--- src/rtl/route_pkg.sv ---
package route_pkg;
  localparam logic [2:0] P_LOCAL = 3'd0;
  localparam logic [2:0] P_NORTH = 3'd1;
  localparam logic [2:0] P_EAST  = 3'd2;
  localparam logic [2:0] P_SOUTH = 3'd3;
  localparam logic [2:0] P_WEST  = 3'd4;

  // true for the four mesh directions
  function automatic logic is_cardinal(input logic [2:0] code);
    return (code >= P_NORTH) && (code <= P_WEST);
  endfunction
endpackage

--- src/rtl/route_dflt.sv ---
module route_dflt #(
  parameter int X_W = 3,
  parameter int Y_W = 3
) (
  input  logic           mode,
  input  logic [X_W-1:0] own_x,
  input  logic [Y_W-1:0] own_y,
  input  logic [X_W-1:0] dst_x,
  input  logic [Y_W-1:0] dst_y,
  input  logic [2:0]     in_dir,
  output logic [2:0]     port
);
  import route_pkg::*;

  function automatic logic [2:0] xy_port(
    input logic [X_W-1:0] ox, input logic [Y_W-1:0] oy,
    input logic [X_W-1:0] dx, input logic [Y_W-1:0] dy);
    if (dx > ox)      return P_EAST;
    else if (dx < ox) return P_WEST;
    else if (dy > oy) return P_NORTH;
    else if (dy < oy) return P_SOUTH;
    else              return P_LOCAL;
  endfunction

  logic [2:0] xy_res;
  assign xy_res = xy_port(own_x, own_y, dst_x, dst_y);

  always_comb begin
    if (mode && is_cardinal(in_dir)) port = in_dir;
    else                             port = xy_res;
  end
endmodule

--- src/rtl/route_exc_table.sv ---
module route_exc_table #(
  parameter int N_ENT = 8,
  parameter int X_W   = 3,
  parameter int Y_W   = 3,
  localparam int IDX_W = (N_ENT > 1) ? $clog2(N_ENT) : 1
) (
  input  logic             clk,
  input  logic             rst_n,
  input  logic             cfg_we,
  input  logic [IDX_W-1:0] cfg_idx,
  input  logic             cfg_valid,
  input  logic [X_W-1:0]   cfg_x,
  input  logic [Y_W-1:0]   cfg_y,
  input  logic [2:0]       cfg_port,
  input  logic [X_W-1:0]   look_x,
  input  logic [Y_W-1:0]   look_y,
  output logic             hit,
  output logic [2:0]       hit_port
);
  logic [N_ENT-1:0] ent_v;
  logic [X_W-1:0]   ent_x [N_ENT];
  logic [Y_W-1:0]   ent_y [N_ENT];
  logic [2:0]       ent_p [N_ENT];
  logic [N_ENT-1:0] match;

  for (genvar i = 0; i < N_ENT; i++) begin : g_ent
    always_ff @(posedge clk or negedge rst_n) begin
      if (!rst_n) begin
        ent_v[i] <= 1'b0;
        ent_x[i] <= '0;
        ent_y[i] <= '0;
        ent_p[i] <= '0;
      end else if (cfg_we && (cfg_idx == IDX_W'(i))) begin
        ent_v[i] <= cfg_valid;
        ent_x[i] <= cfg_x;
        ent_y[i] <= cfg_y;
        ent_p[i] <= cfg_port;
      end
    end
    assign match[i] = ent_v[i] && (ent_x[i] == look_x) && (ent_y[i] == look_y);
  end

  // lowest index has priority: scan from the top down
  always_comb begin
    hit_port = '0;
    for (int i = N_ENT - 1; i >= 0; i--) begin
      if (match[i]) hit_port = ent_p[i];
    end
  end
  assign hit = |match;
endmodule

--- src/rtl/route_select.sv ---
module route_select #(
  parameter int N_ENT = 8,
  parameter int X_W   = 3,
  parameter int Y_W   = 3,
  localparam int IDX_W = (N_ENT > 1) ? $clog2(N_ENT) : 1
) (
  input  logic             clk,
  input  logic             rst_n,
  input  logic             mode,
  input  logic [X_W-1:0]   own_x,
  input  logic [Y_W-1:0]   own_y,
  input  logic             cfg_we,
  input  logic [IDX_W-1:0] cfg_idx,
  input  logic             cfg_valid,
  input  logic [X_W-1:0]   cfg_x,
  input  logic [Y_W-1:0]   cfg_y,
  input  logic [2:0]       cfg_port,
  input  logic             flit_valid,
  input  logic             flit_head,
  input  logic             flit_tail,
  input  logic [X_W-1:0]   flit_dx,
  input  logic [Y_W-1:0]   flit_dy,
  input  logic [2:0]       flit_dir,
  output logic             route_valid,
  output logic [2:0]       route_port
);
  import route_pkg::*;

  logic       launch;
  logic       release_pkt;
  logic       dst_local;
  logic       tbl_hit;
  logic [2:0] tbl_port;
  logic [2:0] dflt_port;
  logic [2:0] next_port;

  route_dflt #(.X_W(X_W), .Y_W(Y_W)) u_dflt (
    .mode   (mode),
    .own_x  (own_x),
    .own_y  (own_y),
    .dst_x  (flit_dx),
    .dst_y  (flit_dy),
    .in_dir (flit_dir),
    .port   (dflt_port)
  );

  route_exc_table #(.N_ENT(N_ENT), .X_W(X_W), .Y_W(Y_W)) u_tbl (
    .clk       (clk),
    .rst_n     (rst_n),
    .cfg_we    (cfg_we),
    .cfg_idx   (cfg_idx),
    .cfg_valid (cfg_valid),
    .cfg_x     (cfg_x),
    .cfg_y     (cfg_y),
    .cfg_port  (cfg_port),
    .look_x    (flit_dx),
    .look_y    (flit_dy),
    .hit       (tbl_hit),
    .hit_port  (tbl_port)
  );

  assign dst_local   = (flit_dx == own_x) && (flit_dy == own_y);
  assign launch      = flit_valid && flit_head && !route_valid;
  assign release_pkt = flit_valid && flit_tail && route_valid;

  always_comb begin
    if (dst_local)    next_port = P_LOCAL;
    else if (tbl_hit) next_port = tbl_port;
    else              next_port = dflt_port;
  end

  always_ff @(posedge clk or negedge rst_n) begin
    if (!rst_n) begin
      route_valid <= 1'b0;
      route_port  <= P_LOCAL;
    end else if (launch) begin
      route_valid <= 1'b1;
      route_port  <= next_port;
    end else if (release_pkt) begin
      route_valid <= 1'b0;
    end
  end
endmodule

--- config.mk ---
export PLATFORM = sky130hd
export DESIGN_NAME = route_select
export DESIGN_NICKNAME = d
export VERILOG_FILES = /design/src/rtl/route_pkg.sv /design/src/rtl/route_dflt.sv /design/src/rtl/route_exc_table.sv /design/src/rtl/route_select.sv
export SDC_FILE = /design/constraint.sdc
export NUM_CORES = 1
export LEC_CHECK = 0
export BUFFER_PORTS_ARGS = -buffer_cell sky130_fd_sc_hd__buf_4
export CAP_MARGIN = 15
export CORE_MARGIN = 2
export CORE_UTILIZATION = 40
export CTS_BUF_LIST = sky130_fd_sc_hd__clkbuf_8
export DETAILED_ROUTE_END_ITERATION = 10
export HOLD_SLACK_MARGIN = 0.15
export PLACE_DENSITY_LB_ADDON = 0.12
export SYNTH_ARGS = -nofsm -noshare
export SYNTH_HDL_FRONTEND = slang
export SYNTH_HIERARCHICAL = 1
export SYNTH_SLANG_ARGS = --single-unit
--- constraint.sdc ---
create_clock -name clk -period 3.2 [get_ports clk]
set_input_delay 0.16 -clock clk [delete_from_list [all_inputs] [get_ports clk]]
set_output_delay 0.16 -clock clk [all_outputs]
set_load 0.05 [all_outputs]
# ---- After elaboration in Yosys (flattened, before gate mapping)
# Index checks and enable logic that the tools add are counted.
dict set report word_totals {
  regBits 84
  inputBits 35
}
dict set report classes {
  n_reduce_logical 35
  eq_ne 25
  magnitude_cmp 6
  muxes 17
}
# cell n
set op_table {}
lappend op_table {{$eq A3 B3 Y1} 18}
lappend op_table {{$mux W3} 14}
lappend op_table {{$logic_and A1 B1 Y1} 31}
lappend op_table {{$eq A3 B3 Y1 const B} 4}
lappend op_table {{$reduce_or A8 Y1} 1}
lappend op_table {{$eq A3 B2 Y1 const B} 2}
lappend op_table {{$gt A3 B3 Y1} 2}
lappend op_table {{$lt A3 B3 Y1} 2}
lappend op_table {{$eq A3 B1 Y1 const B} 1}
lappend op_table {{$ge A3 B1 Y1 const B} 1}
lappend op_table {{$le A3 B3 Y1 const B} 1}
lappend op_table {{$logic_not A3 Y1} 1}
lappend op_table {{$mux W1} 2}
lappend op_table {{$mux W2} 1}
lappend op_table {{$reduce_bool A2 Y1} 1}
lappend op_table {{$logic_not A1 Y1} 1}

# ---- Depth between registers and ports, before layout
# Gate-level depths: netlist (run 1).
dict set report depth {
  word_depth 13
  mapped_depth 10
  ltp_nobuf 8
}

# ---- By module
# The synthesis (run 1) kept the hierarchy.
# mod n_inst area_each_um2 cells_per_inst
set modules_own_cells {}
lappend modules_own_cells {route_exc_table 1 3938.8 306}
lappend modules_own_cells {route_select 1 251.5 25}
lappend modules_own_cells {route_dflt 1 234.0 32}

# ---- Worst setup path before layout (run 1)
# OpenSTA, ideal clock, no wires.
dict set report synth_path {
  path_type {register to register}
  startpoint {reg u_tbl/ent_y[10] in the netlist's numbering}
  endpoint {reg route_port[2]}
  t_required_ns 3.071
  setup_slack_ns 1.349
  t_arrival_ns 1.722
  path_buffers 0
  stages_incl_launch_ff 9
  cell_sequence {dfrtp_1 xnor2_1 nand3_1 or3_4 a311oi_2 o22a_2 o221ai_2 mux2i_1 o31ai_1}
}
dict set report synth_via {
  elab_chain_len 9
  elab_cells_between_ends 10
}
# element line_no
set synth_lines {}
lappend synth_lines {{from (decl)} route_exc_table.sv:22} ;# logic [Y_W-1:0] ent_y [N_ENT];
lappend synth_lines {{from (signal, indexed assignment)} route_exc_table.sv:36} ;# ent_y[i] <= cfg_y;
lappend synth_lines {{$eq A3 B3 Y1} route_exc_table.sv:40} ;# assign match[i] = ent_v[i] && (ent_x[i] == look_x) && (ent_y[i] == look_y);
lappend synth_lines {{$logic_and A1 B1 Y1} route_exc_table.sv:40}
lappend synth_lines {{$mux W3 (5 in series)} route_exc_table.sv:47} ;# if (match[i]) hit_port = ent_p[i];
lappend synth_lines {{net tbl_port[2]} route_select.sv:33} ;# logic [2:0] tbl_port;
lappend synth_lines {{$mux W3} route_select.sv:68} ;# else if (tbl_hit) next_port = tbl_port;
lappend synth_lines {{$mux W3} route_select.sv:67} ;# if (dst_local) next_port = P_LOCAL;
lappend synth_lines {{to (signal assigned)} route_select.sv:78} ;# route_port <= next_port;
lappend synth_lines {{to (decl)} route_select.sv:25} ;# output logic [2:0] route_port
# The timed path passes the listed nets, and every way through them passes these cells.
# A chain may end at the register's enable or synchronous reset.

# ---- Worst setup path after layout (run 1)
dict set report layout_path {
  startpoint {reg u_tbl/ent_x[21] in the netlist's numbering}
  endpoint {reg route_port[0]}
}
dict set report layout_via {
  elab_chain_len 6
  elab_cells_between_ends 7
}
# element line_no
set layout_lines {}
lappend layout_lines {{from (decl)} route_exc_table.sv:21} ;# logic [X_W-1:0] ent_x [N_ENT];
lappend layout_lines {{from (signal, indexed assignment)} route_exc_table.sv:35} ;# ent_x[i] <= cfg_x;
lappend layout_lines {{$eq A3 B3 Y1} route_exc_table.sv:40}
lappend layout_lines {{$logic_and A1 B1 Y1 (2 in series)} route_exc_table.sv:40}
lappend layout_lines {{$mux W3} route_exc_table.sv:47}
lappend layout_lines {{net tbl_port[0]} route_select.sv:33}
lappend layout_lines {{$mux W3} route_select.sv:68}
lappend layout_lines {{$mux W3} route_select.sv:67}
# The timed path passes the listed nets, and every way through them passes these cells.

==> run summary, run 1 <==
synth warn - 6
Area after DPL - 4810 um^2
wire length per cell - 17.0 um
CP delay by family, top - simple AND/OR/NAND/NOR gates
reg-to-reg startpoint - u_tbl/ent_x[21]
final WL - 9520 um
worst-margin pin slew - 0.790 ns
Root Buffer Master - clkbuf_8
Final setup viols - 0
hpwl dp - 6880 um
Reg clk slew, reported paths - 0.09 ns
share of cells above drive strength 1 - 0.184
TritonCTS buffer count - 9
Period minus WS final - 2.22 ns
Synth Net Count - 404
Async SR Flop Fraction - 1.00
Most common cell on crit path - mux2i_1
clk sinks - 84
crit-path max FO - 6
final net count - 455
core footprint - 10800 um^2
Max clock buf depth - 2
total track usage - 0.173
WL met1 - 4700 um
Final Max Slew Viols - 0
DR pass1 iterations - 4
number of max-cap violations - 0
first-pass GRT wire length - 15400 um
Worst Hold Depth - 3
initial detailed-routing violation count - 87
DRC viols - 0
origin of the worst setup path - u_tbl/ent_x[21]
area grow syn2layout - 17.3%
# IOs - 39
RSZ-0062 raised after global routing - false
WS Path Type - reg2reg
metal2 WL - 4460 um
Cell variety after synth - 54
initial antenna violation count - 0
Setup Skew - 0.00843 ns
reg2reg setup slack - 0.98 ns
number of global-route vias before repair - 2885
Worst Hold Endpoint - route_valid
Die ar. - 11900 um^2
Rows - 38
Die Ht - 109 um
Slew HR - 0.470
crit path buf inv count - 0
CTS tree - built
DR WL met3 - 229 um
Initial Util - 0.410
fmax - 0.451 GHz
design area - 5190 um^2
Yosys reg bits - 84
Arrival @ worst endpoint - 2.49 ns
CP peak stage delay - 0.55 ns
Peak VDD IR - 0.260 mV
Pwr Density - 568 nW/um^2
largest net degree at the start of global routing - 85
port bufs - 38
Die X - 109 um
worst r2r dst - route_port[0]
uppermost layer routed - met4
total grt overflow - 0
Worst Setup End Kind - flip-flop
Final GP Congestion - 0.789
Post-Syn Area - 4420 um^2
number of synthesized flops with an enable pin - 0
period utilisation layout - 0.692
clk_lat worst skew - 0.36 ns
Detail Route Antenna Nets - 0
leak pwr - 2.20 nW
final hold vios - 0
Syn Inst Count - 363
Slowest cell on crit path - nor4_2
status - completed
PostCTS Resize Cnt - 0
H-tree depth - 3
Ant. Diodes - 0
Critical Path Start Type - flip-flop
Hold Crit Start - flit_head
Seq. cell area - 2100 um^2
via density per instance - 5.11
top_reg_cell synth - dfrtp_1
worst hold-check path type - in2reg
critical path data required time - 3.47 ns
syn_area_per_cell - 12.2 um^2
vias post-DR - 2854
register area share after synthesis - 0.475
Fillers - 983
TNS Setup - 0 ns
worst-case reg-to-reg path depth - 8
Setup Fix Bufs, Post-CTS - 0
footprint of the multi-input gates - 2170 um^2
CP Cell Sequence - xnor2_1 > nand4_1 > nor4_2 > mux2i_1 > nor2_1 > a2bb2oi_2 > mux2i_1 > o31ai_1
-- power by group --
group	leakage [nW]	switching [mW]	internal (mW)
Sequential	1.01	0.146	1.30
Combinational	1.08	0.317	0.331
Clock	0.113	0.408	0.446
-- per-stage QoR --
| stage | hold slack (ns) | setup WS (ns) | util | total power [mW] | cells |
|---|---|---|---|---|---|
| final | 0.215 | 0.984 | 0.481 | 2.94 | 559 |
| after global routing | 0.259 | 0.794 | 0.481 | 3.11 | 559 |
| after CTS | 0.217 | 0.968 | 0.478 | 2.97 | 558 |
| after detailed placement | 0.433 | 1.00 | 0.445 | 2.10 | 529 |
| after global placement | 0.425 | 1.01 | 0.445 | 2.09 | 529 |
| after floorplan | -0.136 | 1.35 | - | 1.89 | 363 |
-- sequential cells by signal, summed over array words and instances, names as in the netlist --
name,flops
u_tbl/ent_p,24
u_tbl/ent_x,24
u_tbl/ent_y,24
u_tbl/ent_v,8
route_port,3
route_valid,1
-- how the worst max path moves through the flow --
stage                               end  slack (ns)  cells past startpoint
after detailed placement  route_port[0]        1.00                      9
after global placement    route_port[0]        1.01                      9
after global routing      route_port[0]        0.79                      8
after CTS                 route_port[0]        0.97                      8
after floorplan           route_port[2]        1.35                      8
final                     route_port[0]        0.98                      8
-- cell usage in the layout (no fill, tap or decap), types with 3 or more instances in the layout --
master / count
dfrtp_1: 84
mux2_1: 70
buf_4: 42
xnor2_1: 39
nand2_1: 24
xor2_1: 15
inv_1: 13
dlygate4sd3_1: 13
clkbuf_8: 9
nor3_1: 8
nand4_1: 7
mux2_2: 7
ha_1: 6
nor2_1: 6
mux2i_1: 5
nand3_1: 5
a21oi_1: 4
nand3b_1: 3
o31ai_1: 3
or3_1: 3
nand4b_1: 3
o21ai_1: 3
-- layout make-up --
class,instances,share of cell area
Clock inverter,7,0.0193
Sequential cell,84,0.405
Clock buffer,9,0.0239
Tap cell,140,0.0338
Timing Repair Buffer,56,0.0912
Inverter,12,0.00868
Multi-Input combinational cell,251,0.418
-- layer usage --
metal | GRT usage | vias up
met4 | 0.0542 | 0
met1 | 0.236 | 1429
met2 | 0.280 | 32
met5 | 0 | -
li1 | - | 1384
met3 | 0.0305 | 9
-- logic make-up after synthesis --
| logic type | after synthesis | share of synthesized area |
|---|---|---|
| AO/OA/AOI/OAI | 31 | 0.0585 |
| AND/OR/NAND/NOR | 78 | 0.100 |
| flip-flops | 84 | 0.475 |
| XOR/XNOR | 54 | 0.107 |
| buffers and inverters | 28 | 0.0348 |
| multiplexers | 82 | 0.207 |
| adder cells (fa/ha/maj) | 6 | 0.0170 |
-- cell usage after synthesis (3+ instances only) --
library cell / number / share of area
or3_1: 3 / 0.0042
nand3_1: 5 / 0.0057
o31ai_1: 3 / 0.0051
inv_1: 12 / 0.010
dfrtp_1: 84 / 0.48
ha_1: 6 / 0.017
mux2i_1: 5 / 0.011
xnor2_1: 39 / 0.077
nand4b_1: 3 / 0.0059
nand2_1: 24 / 0.020
nor2_1: 6 / 0.0051
nand4_1: 7 / 0.0099
mux2_1: 70 / 0.18
xor2_1: 15 / 0.030
a21oi_1: 4 / 0.0045
nor3_1: 8 / 0.0091
mux2_2: 7 / 0.018
o21ai_1: 3 / 0.0034
nand3b_1: 3 / 0.0051
clkbuf_1: 7 / 0.0059
buf_6: 6 / 0.015
buf_2: 3 / 0.0034
-- tightest hold or removal path, delay by kind of cell --
kind / cells / cell delay [ns]
buffers and inverters: 1 / 0.08
and+or+nand+nor: 2 / 0.31
-- timing repair --
item | CTS | global route
hold buffers | 13 | 0
setup endpoints to repair | 0 | 0
endpoints found under the hold margin | 165 | 0
(Power assumes the default switching activity.)
==> run 2: changes to the inputs <==
clock period = 2 ns   (was 3.2 ns; I/O delays follow)
==> run 2 against run 1 <==
The run now ends with negative setup slack left. Design area grew 5.5%. Global-route usage grew 0.81 points. Die area is the same. Utilization grew 2.6 points. Maximum frequency grew 9.1%. Clock power grew 56%. Non-clock buffer count grew 31. Sequential share of layout area shrank 2.1 points. First-iteration DRC count grew 39%. Clock skew shrank 0.00092 ns. Highest routed layer unchanged.
==> run summary, run 2 (synthesized netlist as in run 1, its figures left out) <==
Critical Path Start Type - flip-flop (unchanged)
Slowest cell on crit path - or4_4 (was nor4_2)
Final Max Slew Viols - 0 (unchanged)
final WL - 9910 um (was 9520 um)
hpwl dp - 7190 um (was 6880 um)
total track usage - 0.181 (was 0.173)
area grow syn2layout - 23.7% (was 17.3%)
Gate power share - 0.236 (was 0.220)
sequential share of power - 0.484 (was 0.490)
CP Cell Sequence - xnor2_2 > nand4_1 > or4_4 > buf_6 > nand2_2 > o221a_1 > a2bb2oi_2 > mux2i_1 > o31ai_1 (was xnor2_1 > nand4_1 > nor4_2 > mux2i_1 > nor2_1 > a2bb2oi_2 > mux2i_1 > o31ai_1)
Worst Setup End Kind - flip-flop (unchanged)
vias post-DR - 2956 (was 2854)
Arrival @ worst endpoint - 2.29 ns (was 2.49 ns)
leak pwr - 2.37 nW (was 2.20 nW)
Internal - 3.39 mW (was 2.07 mW)
core footprint - 10800 um^2 (unchanged)
clk sinks - 84 (unchanged)
Clock power frac - 0.280 (was 0.290)
Ant. Diodes - 0 (unchanged)
Peak VDD IR - 0.533 mV (was 0.260 mV)
status - complete, but fails checks (was completed)
worst hold-check path type - in2reg (unchanged)
failing checks - negative setup slack
wire length per cell - 16.8 um (was 17.0 um)
CP peak stage delay - 0.45 ns (was 0.55 ns)
H-tree depth - 3 (unchanged)
Die ar. - 11900 um^2 (unchanged)
origin of the worst setup path - u_tbl/ent_x[17] (was u_tbl/ent_x[21])
reg-to-reg startpoint - u_tbl/ent_x[17] (was u_tbl/ent_x[21])
WS Path Type - reg2reg (unchanged)
reg2reg setup slack - -0.03 ns (was 0.98 ns)
Die Ht - 109 um (unchanged)
number of global-route vias before repair - 3010 (was 2885)
total grt overflow - 0 (unchanged)
commonest non-fill, non-tap cell in the layout - dfrtp_1 (unchanged)
via density per instance - 5.01 (was 5.11)
fmax - 0.492 GHz (was 0.451 GHz)
clk_lat worst skew - 0.36 ns (about the same)
Reg clk slew, reported paths - 0.08 ns (was 0.09 ns)
Final setup viols - 2 (was 0)
initial detailed-routing violation count - 121 (was 87)
most frequent cells in the layout - 84 x dfrtp_1, 72 x buf_4, 70 x mux2_1 (was 84 x dfrtp_1, 70 x mux2_1, 42 x buf_4)
DRC viols - 0 (unchanged)
number of max-cap violations - 0 (unchanged)
RSZ-0062 raised after global routing - true (was false)
Worst setup endpoint - route_port[0] (unchanged)
switching power - 1.37 mW (was 0.871 mW)
DR pass1 iterations - 4 (unchanged)
TritonCTS buffer count - 9 (unchanged)
period utilisation layout - 1.02 (was 0.692)
Die X - 109 um (unchanged)
worst-margin pin slew - 0.522 ns (was 0.790 ns)
Net Sw Frac - 0.288 (was 0.296)
crit path buf inv count - 1 (was 0)
Pwr Density - 869 nW/um^2 (was 568 nW/um^2)
final net count - 486 (was 455)
Rows - 38 (unchanged)
DP Worst Slack - -0.0772 ns (was 1.00 ns)
share of cells above drive strength 1 - 0.267 (was 0.184)
number of cells on the critical path - 9 (was 8)
Final GP Congestion - 0.804 (was 0.789)
Setup Skew - 0.00752 ns (was 0.00843 ns)
port bufs - 38 (unchanged)
crit-path max FO - 5 (was 6)
Initial Util - 0.410 (unchanged)
initial antenna violation count - 0 (unchanged)
Worst Hold Depth - 3 (unchanged)
Detail Route Antenna Nets - 0 (unchanged)
Slew HR - 0.652 (was 0.470)
Max clock buf depth - 2 (unchanged)
critical path data required time - 2.26 ns (was 3.47 ns)
worst r2r dst - route_port[0] (unchanged)
Root Buffer Master - clkbuf_8 (unchanged)
# IOs - 39 (unchanged)
largest net degree at the start of global routing - 41 (was 85)
Largest regs - u_tbl/ent_p: 24 flops, u_tbl/ent_x: 24 flops, u_tbl/ent_y: 24 flops (unchanged)
post-layout util - 0.507 (was 0.481)
worst-case reg-to-reg path depth - 9 (was 8)
final hold vios - 0 (unchanged)
CTS tree - built (unchanged)
CP delay by family, top - simple AND/OR/NAND/NOR gates (unchanged)
first-pass GRT wire length - 15900 um (was 15400 um)
final setup margin - -0.0309 ns (was 0.984 ns)
Period minus WS final - 2.03 ns (was 2.22 ns)
-- run 2: cell types whose count changed in the layout (fill, tap and decap cells not counted), sizes merged --
cell    delta
inv        -1
buf       +31
clkbuf     +1
-- run 2: final cells by class --
type / count / area, um^2
Tap cell: 140 / 175
Sequential cell: 84 / 2100
Fill cell: 945 / 5320
Inverter: 12 / 45.0
Clock inverter: 6 / 80.1
Clock buffer: 10 / 138
Timing Repair Buffer: 87 / 693
Multi-Input combinational cell: 251 / 2240
-- run 2: power groups by stage --
stage,Clock [mW],Combinational [mW],Sequential [mW]
2_1_floorplan,0,0.678,2.35
3_3_place_gp,0,1.06,2.32
3_5_place_dp,0,1.09,2.33
4_1_cts,1.37,1.12,2.30
5_1_grt,1.46,1.24,2.35
6_report,1.33,1.12,2.30
-- run 2: what timing repair did --
action / CTS / global route
setup buffers: 0 / 0
hold endpoints to repair: 121 / 0
gates resized for setup: 5 / 10
hold buffers: 13 / 0
setup endpoints to repair: 3 / 3
pin swaps: 3 / 5
cloned: 0 / 0
-- run 2: how the worst min path moves through the flow --
stage | slack (ns) | to | start
2_1_floorplan | -0.20 | route_port[0] | rst_n
3_3_place_gp | 0.11 | u_tbl/ent_p[3] | rst_n
3_5_place_dp | 0.11 | u_tbl/ent_p[7] | rst_n
4_1_cts | 0.17 | route_valid | flit_head
5_1_grt | 0.21 | route_valid | flit_head
6_report | 0.19 | route_valid | flit_head
-- run 2: worst register-to-register path, stage by stage, from the launching register on --
cell and delay [ns]:
dfrtp_1 0.41, xnor2_2 0.13, nand4_1 0.12, or4_4 0.45, buf_6 0.15, nand2_2 0.05, o221a_1 0.19, a2bb2oi_2 0.16
mux2i_1 0.09, o31ai_1 0.19
-- run 2: metrics by stage --
step | instances | cell area, um^2 | hold WS [ns] | setup TNS, ns | total power, mW
after global routing | 590 | 5470 | 0.214 | -0.366 | 5.05
after global placement | 561 | 5050 | 0.115 | -0.0305 | 3.38
after floorplan | 363 | 4420 | -0.196 | 0 | 3.03
after detailed placement | 561 | 5050 | 0.114 | -0.131 | 3.42
final | 590 | 5470 | 0.185 | -0.0368 | 4.76
after CTS | 590 | 5410 | 0.170 | -0.154 | 4.79
-- run 2: metal layers --
layer,share of wire,GRT usage,vias to the layer above
met5,0,0,-
met4,0.012,0.0732,0
met3,0.024,0.0335,11
met2,0.46,0.277,33
met1,0.51,0.254,1456
li1,-,-,1456
==> run 3: changes to the inputs <==
CORE_UTILIZATION = 62   (was 40)
clock period = 1.93 ns   (was 2 ns; I/O delays follow)
==> run 3 against run 2 <==
The flow still finishes with violations (negative setup slack). Critical path depth fell by 1. Worst hold slack lost 0.0050 ns. Count of clock-buffer cells in the layout is the same. Final cell count fell by 7.1%. Die area down 34%. Global-route usage increased by 9.2 points. First-iteration DRC count is 32% higher. Critical path type unchanged. Largest power group unchanged. Highest routed layer unchanged.
==> run summary, run 3 (synthesized netlist as in run 1, its figures left out) <==
Peak VDD IR - 0.621 mV (was 0.533 mV)
via density per instance - 5.71 (was 5.01)
initial antenna violation count - 0 (unchanged)
commonest non-fill, non-tap cell in the layout - dfrtp_1 (unchanged)
number of global-route vias before repair - 3153 (was 3010)
RSZ-0062 raised after global routing - true (unchanged)
H-tree depth - 3 (unchanged)
Slew HR - 0.671 (was 0.652)
Net Sw Frac - 0.290 (was 0.288)
most frequent cells in the layout - 84 x dfrtp_1, 73 x buf_4, 70 x mux2_1 (was 84 x dfrtp_1, 72 x buf_4, 70 x mux2_1)
core footprint - 6830 um^2 (was 10800 um^2)
total grt overflow - 0 (unchanged)
period utilisation layout - 1.10 (was 1.02)
Clock power frac - 0.276 (was 0.280)
final hold vios - 0 (unchanged)
failing checks - negative setup slack (unchanged)
post-layout util - 0.795 (was 0.507)
Max clock buf depth - 2 (unchanged)
DRC viols - 0 (unchanged)
Reg clk slew, reported paths - 0.08 ns (about the same)
# IOs - 39 (unchanged)
total track usage - 0.273 (was 0.181)
Pwr Density - 914 nW/um^2 (was 869 nW/um^2)
worst-margin pin slew - 0.494 ns (was 0.522 ns)
switching power - 1.44 mW (was 1.37 mW)
DR pass1 iterations - 4 (unchanged)
number of max-cap violations - 0 (unchanged)
Initial Util - 0.648 (was 0.410)
Period minus WS final - 2.13 ns (was 2.03 ns)
worst hold-check path type - in2reg (unchanged)
Final Max Slew Viols - 0 (unchanged)
design area - 5430 um^2 (was 5470 um^2)
Die Ht - 88.5 um (was 109 um)
area grow syn2layout - 22.8% (was 23.7%)
wire length per cell - 18.2 um (was 16.8 um)
Ant. Diodes - 0 (unchanged)
final net count - 488 (was 486)
Setup Skew - 0.00647 ns (was 0.00752 ns)
Die ar. - 7830 um^2 (was 11900 um^2)
Area after DPL - 5020 um^2 (was 5050 um^2)
first-pass GRT wire length - 15700 um (was 15900 um)
critical path data required time - 2.18 ns (was 2.26 ns)
Die X - 88.5 um (was 109 um)
Gate power share - 0.241 (was 0.236)
final setup margin - -0.195 ns (was -0.0309 ns)
Final GP Congestion - 0.840 (was 0.804)
largest net degree at the start of global routing - 50 (was 41)
Worst Setup End Kind - flip-flop (unchanged)
Placed Cells - 519 (was 561)
Root Buffer Master - clkbuf_8 (unchanged)
hpwl dp - 6940 um (was 7190 um)
Tot Pwr - 4.97 mW (was 4.76 mW)
vias post-DR - 3130 (was 2956)
Final setup viols - 3 (was 2)
CTS tree - built (unchanged)
Internal - 3.52 mW (was 3.39 mW)
sequential share of power - 0.483 (was 0.484)
clk_lat worst skew - 0.34 ns (was 0.36 ns)
Critical Path Start Type - flip-flop (unchanged)
final non-filler cell total - 548 (was 590)
status - complete, but fails checks (unchanged)
final WL - 9980 um (was 9910 um)
leak pwr - 2.38 nW (was 2.37 nW)
Arrival @ worst endpoint - 2.38 ns (was 2.29 ns)
worst-case reg-to-reg path depth - 8 (was 9)
Largest regs - u_tbl/ent_p: 24 flops, u_tbl/ent_x: 24 flops, u_tbl/ent_y: 24 flops (unchanged)
Worst Hold Depth - 4 (was 3)
initial detailed-routing violation count - 160 (was 121)
crit-path max FO - 3 (was 5)
share of cells above drive strength 1 - 0.268 (was 0.267)
WS Path Type - reg2reg (unchanged)
TritonCTS buffer count - 9 (unchanged)
port bufs - 38 (unchanged)
clk sinks - 84 (unchanged)
Detail Route Antenna Nets - 0 (unchanged)
fmax - 0.470 GHz (was 0.492 GHz)
Rows - 30 (was 38)
[run 3: per-layer routing]
metal,part of all wire,vias to the layer above,global-route usage
li1,-,1455,-
met1,0.45,1582,0.368
met2,0.48,73,0.436
met3,0.039,20,0.0466
met4,0.025,0,0.123
met5,0,-,0
[run 3: what timing repair did]
action,CTS,global route
setup buffers,1,0
resized for setup,7,8
endpoints found under the setup margin,3,3
hold buffers,13,0
hold endpoints to repair,165,0
pin swaps,8,11
gates cloned,0,0
[run 3: final timing paths]
| kind | startpoint | to | slack, ns |
|---|---|---|---|
| setup / recovery | u_tbl/ent_y[12] | route_port[1] | -0.20 |
| hold / removal | flit_dir[1] | route_port[2] | 0.18 |
| setup reg to reg | u_tbl/ent_y[12] | route_port[1] | -0.20 |
| hold reg to reg | u_tbl/ent_v[1] | u_tbl/ent_v[1] | 0.48 |
| max in group asynchronous | rst_n | u_tbl/ent_y[18] | 1.06 |
| min in group asynchronous | rst_n | route_port[1] | 0.25 |
[run 3: final cells by class]
cell class / instances / area (um^2)
multi-input combinational: 251 / 2230
inverter: 12 / 45.0
clock inverter: 6 / 80.1
timing repair buffer: 89 / 721
sequential: 84 / 2100
fill: 446 / 1400
tap: 96 / 120
clock buffer: 10 / 138
[run 3: per-stage QoR]
step	setup TNS, ns	hold WS (ns)	worst slack (ns)
after floorplan	0	-0.199	0.0794
after global placement	-0.118	0.0874	-0.0475
after detailed placement	-0.261	0.0888	-0.114
after CTS	-0.443	0.160	-0.185
after global routing	-0.695	0.193	-0.240
final	-0.453	0.180	-0.195
[run 3: power by group through the flow]
stage | registers, mW | clock network, mW | logic, mW
final | 2.40 | 1.37 | 1.20
after detailed placement | 2.43 | 0 | 1.14
after global placement | 2.40 | 0 | 1.10
after floorplan | 2.43 | 0 | 0.703
after CTS | 2.40 | 1.39 | 1.18
after global routing | 2.44 | 1.48 | 1.29
[run 3: critical path, cell delays in order, from the launching register on]
cell and delay, ns:
dfrtp_1 0.40, xnor2_1 0.19, nand4_1 0.21, or3_4 0.46
and2_4 0.16, o211ai_1 0.15, a31o_1 0.20, mux2i_1 0.08
o31ai_2 0.20
